File: config.mk
export PLATFORM = sky130hd
export DESIGN_NAME = simd_alu
export DESIGN_NICKNAME = d
export VERILOG_FILES = /design/src/rtl/simd_alu_pkg.sv /design/src/rtl/simd_alu_ctrl_regs.sv /design/src/rtl/simd_alu_carry_mux.sv /design/src/rtl/simd_alu_core.sv /design/src/rtl/simd_alu.sv
export SDC_FILE = /design/constraint.sdc
export NUM_CORES = 1
export LEC_CHECK = 0
export BUFFER_PORTS_ARGS = -buffer_cell sky130_fd_sc_hd__buf_2
export CORE_ASPECT_RATIO = 1.25
export CORE_MARGIN = 2
export CORE_UTILIZATION = 56
export DETAILED_ROUTE_END_ITERATION = 8
export PLACE_DENSITY = 0.89
export SYNTH_ARGS = -nofsm -noshare
export SYNTH_HDL_FRONTEND = slang
export SYNTH_SLANG_ARGS = --single-unit
File: constraint.sdc
create_clock -name clk -period 6.2 [get_ports clk]
set_input_delay 1.24 -clock clk [delete_from_list [all_inputs] [get_ports clk]]
set_output_delay 1.24 -clock clk [all_outputs]
set_load 0.05 [all_outputs]
File: src/rtl/simd_alu_pkg.sv
package simd_alu_pkg;

    localparam int unsigned OP_W  = 4;
    localparam int unsigned SEL_W = 3;
    localparam int unsigned CO_W  = 4;

    typedef enum logic [OP_W-1:0] {
        OP_ADD = 4'd0,
        OP_SUB = 4'd1,
        OP_XOR = 4'd2,
        OP_AND = 4'd3
    } alu_op_e;

    typedef enum logic [SEL_W-1:0] {
        CIN_FABRIC = 3'd0,
        CIN_CASC   = 3'd1,
        CIN_LOOP   = 3'd2
    } cin_src_e;

    typedef struct packed {
        logic [OP_W-1:0]  op;
        logic [SEL_W-1:0] csel;
    } ctrl_t;

    function automatic logic op_is_arith(input logic [OP_W-1:0] op);
        return (op == OP_ADD) || (op == OP_SUB);
    endfunction

    function automatic logic op_is_sub(input logic [OP_W-1:0] op);
        return op == OP_SUB;
    endfunction

endpackage

File: src/rtl/simd_alu_ctrl_regs.sv
module simd_alu_ctrl_regs
    import simd_alu_pkg::*;
(
    input  logic             clk,
    input  logic             rst,
    input  logic [OP_W-1:0]  mode_d,
    input  logic             ce_mode,
    input  logic             rst_mode,
    input  logic [SEL_W-1:0] csel_d,
    input  logic             ce_ctrl,
    input  logic             rst_ctrl,
    output ctrl_t            ctrl_q
);

    always_ff @(posedge clk) begin
        if (rst || rst_mode) begin
            ctrl_q.op <= '0;
        end else if (ce_mode) begin
            ctrl_q.op <= mode_d;
        end
    end

    always_ff @(posedge clk) begin
        if (rst || rst_ctrl) begin
            ctrl_q.csel <= '0;
        end else if (ce_ctrl) begin
            ctrl_q.csel <= csel_d;
        end
    end

endmodule

File: src/rtl/simd_alu_carry_mux.sv
module simd_alu_carry_mux
    import simd_alu_pkg::*;
(
    input  logic [SEL_W-1:0] csel,
    input  logic             cin_fabric,
    input  logic             cin_casc,
    input  logic             cin_loop,
    output logic             cin
);

    always_comb begin
        case (csel)
            CIN_FABRIC: cin = cin_fabric;
            CIN_CASC:   cin = cin_casc;
            CIN_LOOP:   cin = cin_loop;
            default:    cin = 1'b0;
        endcase
    end

endmodule

File: src/rtl/simd_alu_core.sv
module simd_alu_core
    import simd_alu_pkg::*;
#(
    parameter int unsigned DW     = 58,
    parameter int unsigned LANE_W = 12,
    parameter int unsigned LANES  = 4
) (
    input  logic [DW-1:0]   x,
    input  logic [DW-1:0]   z,
    input  logic [OP_W-1:0] op,
    input  logic            cin,
    output logic [DW-1:0]   res,
    output logic [CO_W-1:0] co
);

    localparam int unsigned SPAN  = (LANES == 1) ? DW : LANE_W * LANES;
    localparam int unsigned EXT_W = DW - SPAN;

    logic            sub;
    logic [DW-1:0]   xm;
    logic            ci_low;
    logic [DW-1:0]   sum;
    logic [CO_W-1:0] co_arith;

    assign sub    = op_is_sub(op);
    assign xm     = sub ? ~x : x;
    assign ci_low = sub ? ~cin : cin;

    generate
        if (LANES == 1) begin : g_full
            logic [DW:0] tot;
            assign tot      = {1'b0, z} + {1'b0, xm} + (DW+1)'(ci_low);
            assign sum      = tot[DW-1:0];
            assign co_arith = {tot[DW], {(CO_W-1){1'b0}}};
        end else begin : g_split
            logic [LANES-1:0] lane_co;
            for (genvar g = 0; g < LANES; g++) begin : g_lane
                logic          ci_g;
                logic [LANE_W:0] t;
                if (g == 0) begin : g_first
                    assign ci_g = ci_low;
                end else begin : g_rest
                    assign ci_g = sub;
                end
                assign t = {1'b0, z[g*LANE_W +: LANE_W]}
                         + {1'b0, xm[g*LANE_W +: LANE_W]}
                         + (LANE_W+1)'(ci_g);
                assign sum[g*LANE_W +: LANE_W] = t[LANE_W-1:0];
                assign lane_co[g] = t[LANE_W];
            end
            if (EXT_W > 0) begin : g_ext
                assign sum[DW-1:SPAN] = z[DW-1:SPAN] + xm[DW-1:SPAN] + EXT_W'(sub);
            end
            assign co_arith = CO_W'(lane_co);
        end
    endgenerate

    always_comb begin
        res = '0;
        co  = '0;
        case (op)
            OP_ADD, OP_SUB: begin
                res = sum;
                co  = co_arith;
            end
            OP_XOR:  res = x ^ z;
            OP_AND:  res = x & z;
            default: res = '0;
        endcase
    end

endmodule

File: src/rtl/simd_alu.sv
module simd_alu
    import simd_alu_pkg::*;
#(
    parameter int unsigned A_W    = 34,
    parameter int unsigned B_W    = 24,
    parameter int unsigned LANE_W = 12,
    parameter int unsigned LANES  = 4
) (
    input  logic                 clk,
    input  logic                 rst,
    input  logic [A_W-1:0]       a,
    input  logic [B_W-1:0]       b,
    input  logic [A_W+B_W-1:0]   c,
    input  logic [A_W+B_W-1:0]   p_casc_in,
    input  logic                 z_sel,
    input  logic [OP_W-1:0]      alu_mode,
    input  logic                 ce_mode,
    input  logic                 rst_mode,
    input  logic [SEL_W-1:0]     carry_sel,
    input  logic                 ce_ctrl,
    input  logic                 rst_ctrl,
    input  logic                 carry_in,
    input  logic                 carry_casc_in,
    input  logic                 ce_p,
    input  logic                 rst_p,
    output logic [A_W+B_W-1:0]   p,
    output logic [A_W+B_W-1:0]   p_casc_out,
    output logic [CO_W-1:0]      carry_out,
    output logic                 carry_casc_out
);

    localparam int unsigned DW = A_W + B_W;

    ctrl_t           ctrl_q;
    logic [DW-1:0]   x_op;
    logic [DW-1:0]   z_op;
    logic            cin;
    logic [DW-1:0]   res;
    logic [CO_W-1:0] co;
    logic [DW-1:0]   p_q;
    logic [CO_W-1:0] co_q;

    assign x_op = {a, b};
    assign z_op = z_sel ? p_casc_in : c;

    simd_alu_ctrl_regs u_ctrl (
        .clk      (clk),
        .rst      (rst),
        .mode_d   (alu_mode),
        .ce_mode  (ce_mode),
        .rst_mode (rst_mode),
        .csel_d   (carry_sel),
        .ce_ctrl  (ce_ctrl),
        .rst_ctrl (rst_ctrl),
        .ctrl_q   (ctrl_q)
    );

    simd_alu_carry_mux u_cmux (
        .csel       (ctrl_q.csel),
        .cin_fabric (carry_in),
        .cin_casc   (carry_casc_in),
        .cin_loop   (co_q[CO_W-1]),
        .cin        (cin)
    );

    simd_alu_core #(
        .DW     (DW),
        .LANE_W (LANE_W),
        .LANES  (LANES)
    ) u_core (
        .x   (x_op),
        .z   (z_op),
        .op  (ctrl_q.op),
        .cin (cin),
        .res (res),
        .co  (co)
    );

    always_ff @(posedge clk) begin
        if (rst || rst_p) begin
            p_q  <= '0;
            co_q <= '0;
        end else if (ce_p) begin
            p_q  <= res;
            co_q <= co;
        end
    end

    assign p              = p_q;
    assign p_casc_out     = p_q;
    assign carry_out      = co_q;
    assign carry_casc_out = co_q[CO_W-1];

endmodule

==> qor.yml <==
yosys:
  synth_cells: 1001
  synth_top_area_share: 0.163
  synth_nets: 1309
  netlist_area_mm2: 0.00847
  syn_area_per_cell_um2: 8.46
  synth_cell_types: 68
  async_reset_ff_frac: 0
  yosysTopAreaCell: "dfxtp_1"
  ys_warn_count: 0
  ys_seq_area_frac: 0.163
  synth_edf_count: 0
  synth_ff_type: "dfxtp_1"
  ys_seq_elements: 69
  ys_top_cells_by_area: "dfxtp_1 16%, ha_1 16%, xnor2_1 8.0%, mux2_2 7.7%, buf_4 5.2%"
  yosys-top-cells-count: "110 x ha_1, 77 x xnor2_1, 70 x nor2_1"
  yosysMostFrequentCell: "ha_1"
run_status:
  status: "finished clean"
timing:
  post-route-period-util: 0.707
  setup_violations: 0
  max_slew_margin: 0.283
  grt_setup_unrepaired: "false"
  finalHoldViolCount: 0
  max_freq_ghz: 0.228
  worstMarginPinSlew_ns: 1.07
  min_period_ns: 4.38
  slew_viol_final: 0
  setup-tns-final_ns: 0
  skew_ns: 0.00947
  hold_slack_ns: 0.468
setup_path:
  r2r_end: "p[8]"
  worst-path-max-fanout: 33
  worst-r2r-cell-count: 10
  rr_startpoint: "u_ctrl.ctrl_q[6]"
  cp.arrival_ns: 4.64
  crit_required_ns: 6.46
  r2r_slack_ns: 2.11
  startpoint_type: "primary input"
  endpoint_kind: "register"
  worstSetupPathType: "in2reg"
detailed_routing:
  dr.max_layer_used: "met4"
  vias_per_cell: 6.26
  wl_per_cell_um: 18.8
  ant_nets: 0
  drt-initial-drc-count: 797
  wirelength_um: 26400
  met2_length_um: 12800
  drcViolationCount: 0
  vias: 8823
  wl_met3_um: 2010
  first_pass_iters: 6
  wl_met1_um: 10700
finish:
  fillers: 1259
  seq_area_mm2: 0.00138
  drive_above_1_share: 0.343
  multi_input_area_mm2: 0.00639
  syn_to_final_growth_pct: 17.8
  fin_util: 0.670
  n_antenna_cell: 0
  nets: 1530
hold_path:
  hp-class: "reg2reg"
  hold_end: "carry_out[1]"
  min_from: "carry_out[1]"
  hold_depth: 2
cts:
  cts_buffers: 9
  post_cts_buffers: 0
  post_cts_resized: 0
  cts.htree.levels: 3
  clock_sinks: 69
  clockBufferDepth: 2
  clk_pin_slew_worst_paths_ns: 0.06
  cts-root-buf: "clkbuf_16"
  cts_hold_buf: 0
  clk-insertion-delay-late_ns: 0.34
  cts_tree: "done"
placed_design:
  place_congestion: 0.924
  portBuffers: 312
  hpwlAfterDp_um: 19600
pwr:
  p_seq_frac: 0.248
  sw_frac_of_total: 0.425
  ir_worst_vdd_mv: 0.112
  power.density_mw_per_mm2: 198
  pwr-share-clk: 0.241
  p_int_w: 0.00114
  p_leak_nw: 4.75
  pwr-share-comb: 0.510
  power_switching_w: 0.000838
global_route:
  overflow: 0
  grt_pass1_wl_um: 41600
  grt_max_degree: 47
  grt_pass1_vias: 8498
  grt_antenna_before_repair: 0
  grtUsageTotal: 0.318
floorplan:
  die_x_um: 114
  ioPinCount: 313
  fp.coreArea_mm2: 0.0149
  core.rowCount: 50
  die_y_um: 142
  die-area_mm2: 0.0161
  start_util: 0.569
flow_run:
  maxCapViolCount: 0
[flip-flops by register name, indices dropped and copies added (netlist names)]
register,flops
carry_out,4
u_ctrl.ctrl_q,7
p,58
[area by class of cell]
cell class	count	area share
inverter	16	0.00602
tap	182	0.0228
sequential	69	0.138
multi-input combinational	801	0.640
clock inverter	5	0.00276
clock buffer	11	0.0233
timing repair buffer	325	0.166
[per-stage QoR]
stage | power [W] | area, um2 | setup slack [ns] | instances
6_report | 0.00197 | 9980 | 1.82 | 1409
5_1_grt | 0.00209 | 9980 | 1.64 | 1409
4_1_cts | 0.00196 | 9980 | 1.87 | 1409
3_5_place_dp | 0.00149 | 9720 | 1.53 | 1393
3_3_place_gp | 0.00146 | 9720 | 1.66 | 1393
2_1_floorplan | 0.00126 | 8470 | 1.77 | 1001
[layout by cell type, fill, tap and decap left out, drive strengths merged, types with 5 or more instances in the layout]
master,synthesis,layout
a211oi,10,10
a21o,23,23
a21oi,60,60
a221o,10,10
a221oi,16,16
a222oi,24,24
a22oi,18,18
a2bb2oi,5,5
a31oi,9,9
and3,7,7
and4,5,5
buf,76,325
clkbuf,39,11
dfxtp,69,69
fa,6,6
ha,110,110
inv,16,16
mux2,58,58
mux2i,16,16
nand2,41,41
nand2b,6,6
nand3,11,11
nand4,6,6
nor2,71,71
nor2b,26,26
nor3,24,24
o211ai,5,5
o21a,8,8
o21ai,62,62
o21ba,5,5
o21bai,6,6
o2bb2ai,11,11
or3,9,9
xnor2,77,77
xor2,7,7
[routing by layer]
layer,GRT usage,vias to the layer above
li1,-,4174
met5,0,-
met3,0.0372,76
met1,0.399,4091
met2,0.545,482
met4,0.140,0
[how the worst max path moves through the flow]
stage                from  endpoint  slack (ns)
CTS                 z_sel      p[8]        1.87
floorplan           z_sel      p[8]        1.77
global placement    z_sel      p[8]        1.66
finish              z_sel      p[8]        1.82
global route        z_sel      p[8]        1.64
detailed placement  z_sel      p[8]        1.53
[worst max-delay path, stage by stage]
cell and delay (ns):
buf_2 0.48, buf_4 0.56, mux2_2 0.44, fa_1 0.43, a21o_1 0.18, a211o_1 0.30
a2111oi_0 0.45, o21ai_0 0.16, a21o_1 0.19, a21oi_1 0.16
[power by group through the flow]
stage                     registers (W)  logic, W  clock network [W]
after detailed placement       0.000499  0.000988                  0
after floorplan                0.000575  0.000685                  0
after CTS                      0.000490  0.000995           0.000479
final                          0.000490   0.00101           0.000476
after global placement         0.000499  0.000962                  0
after global routing           0.000493   0.00109           0.000500
[cells by family (layout without fill, tap and decap cells)]
group,count (synthesis),in the layout,share of synthesized area
xor+xnor,85,85,0.0895
compound gates,301,301,0.253
simple gates,225,225,0.136
flops,69,69,0.163
buf+inv,131,357,0.0857
fa+ha+maj,116,116,0.177
mux,74,74,0.0960
Note: power is estimated with default switching activity, not from simulation.
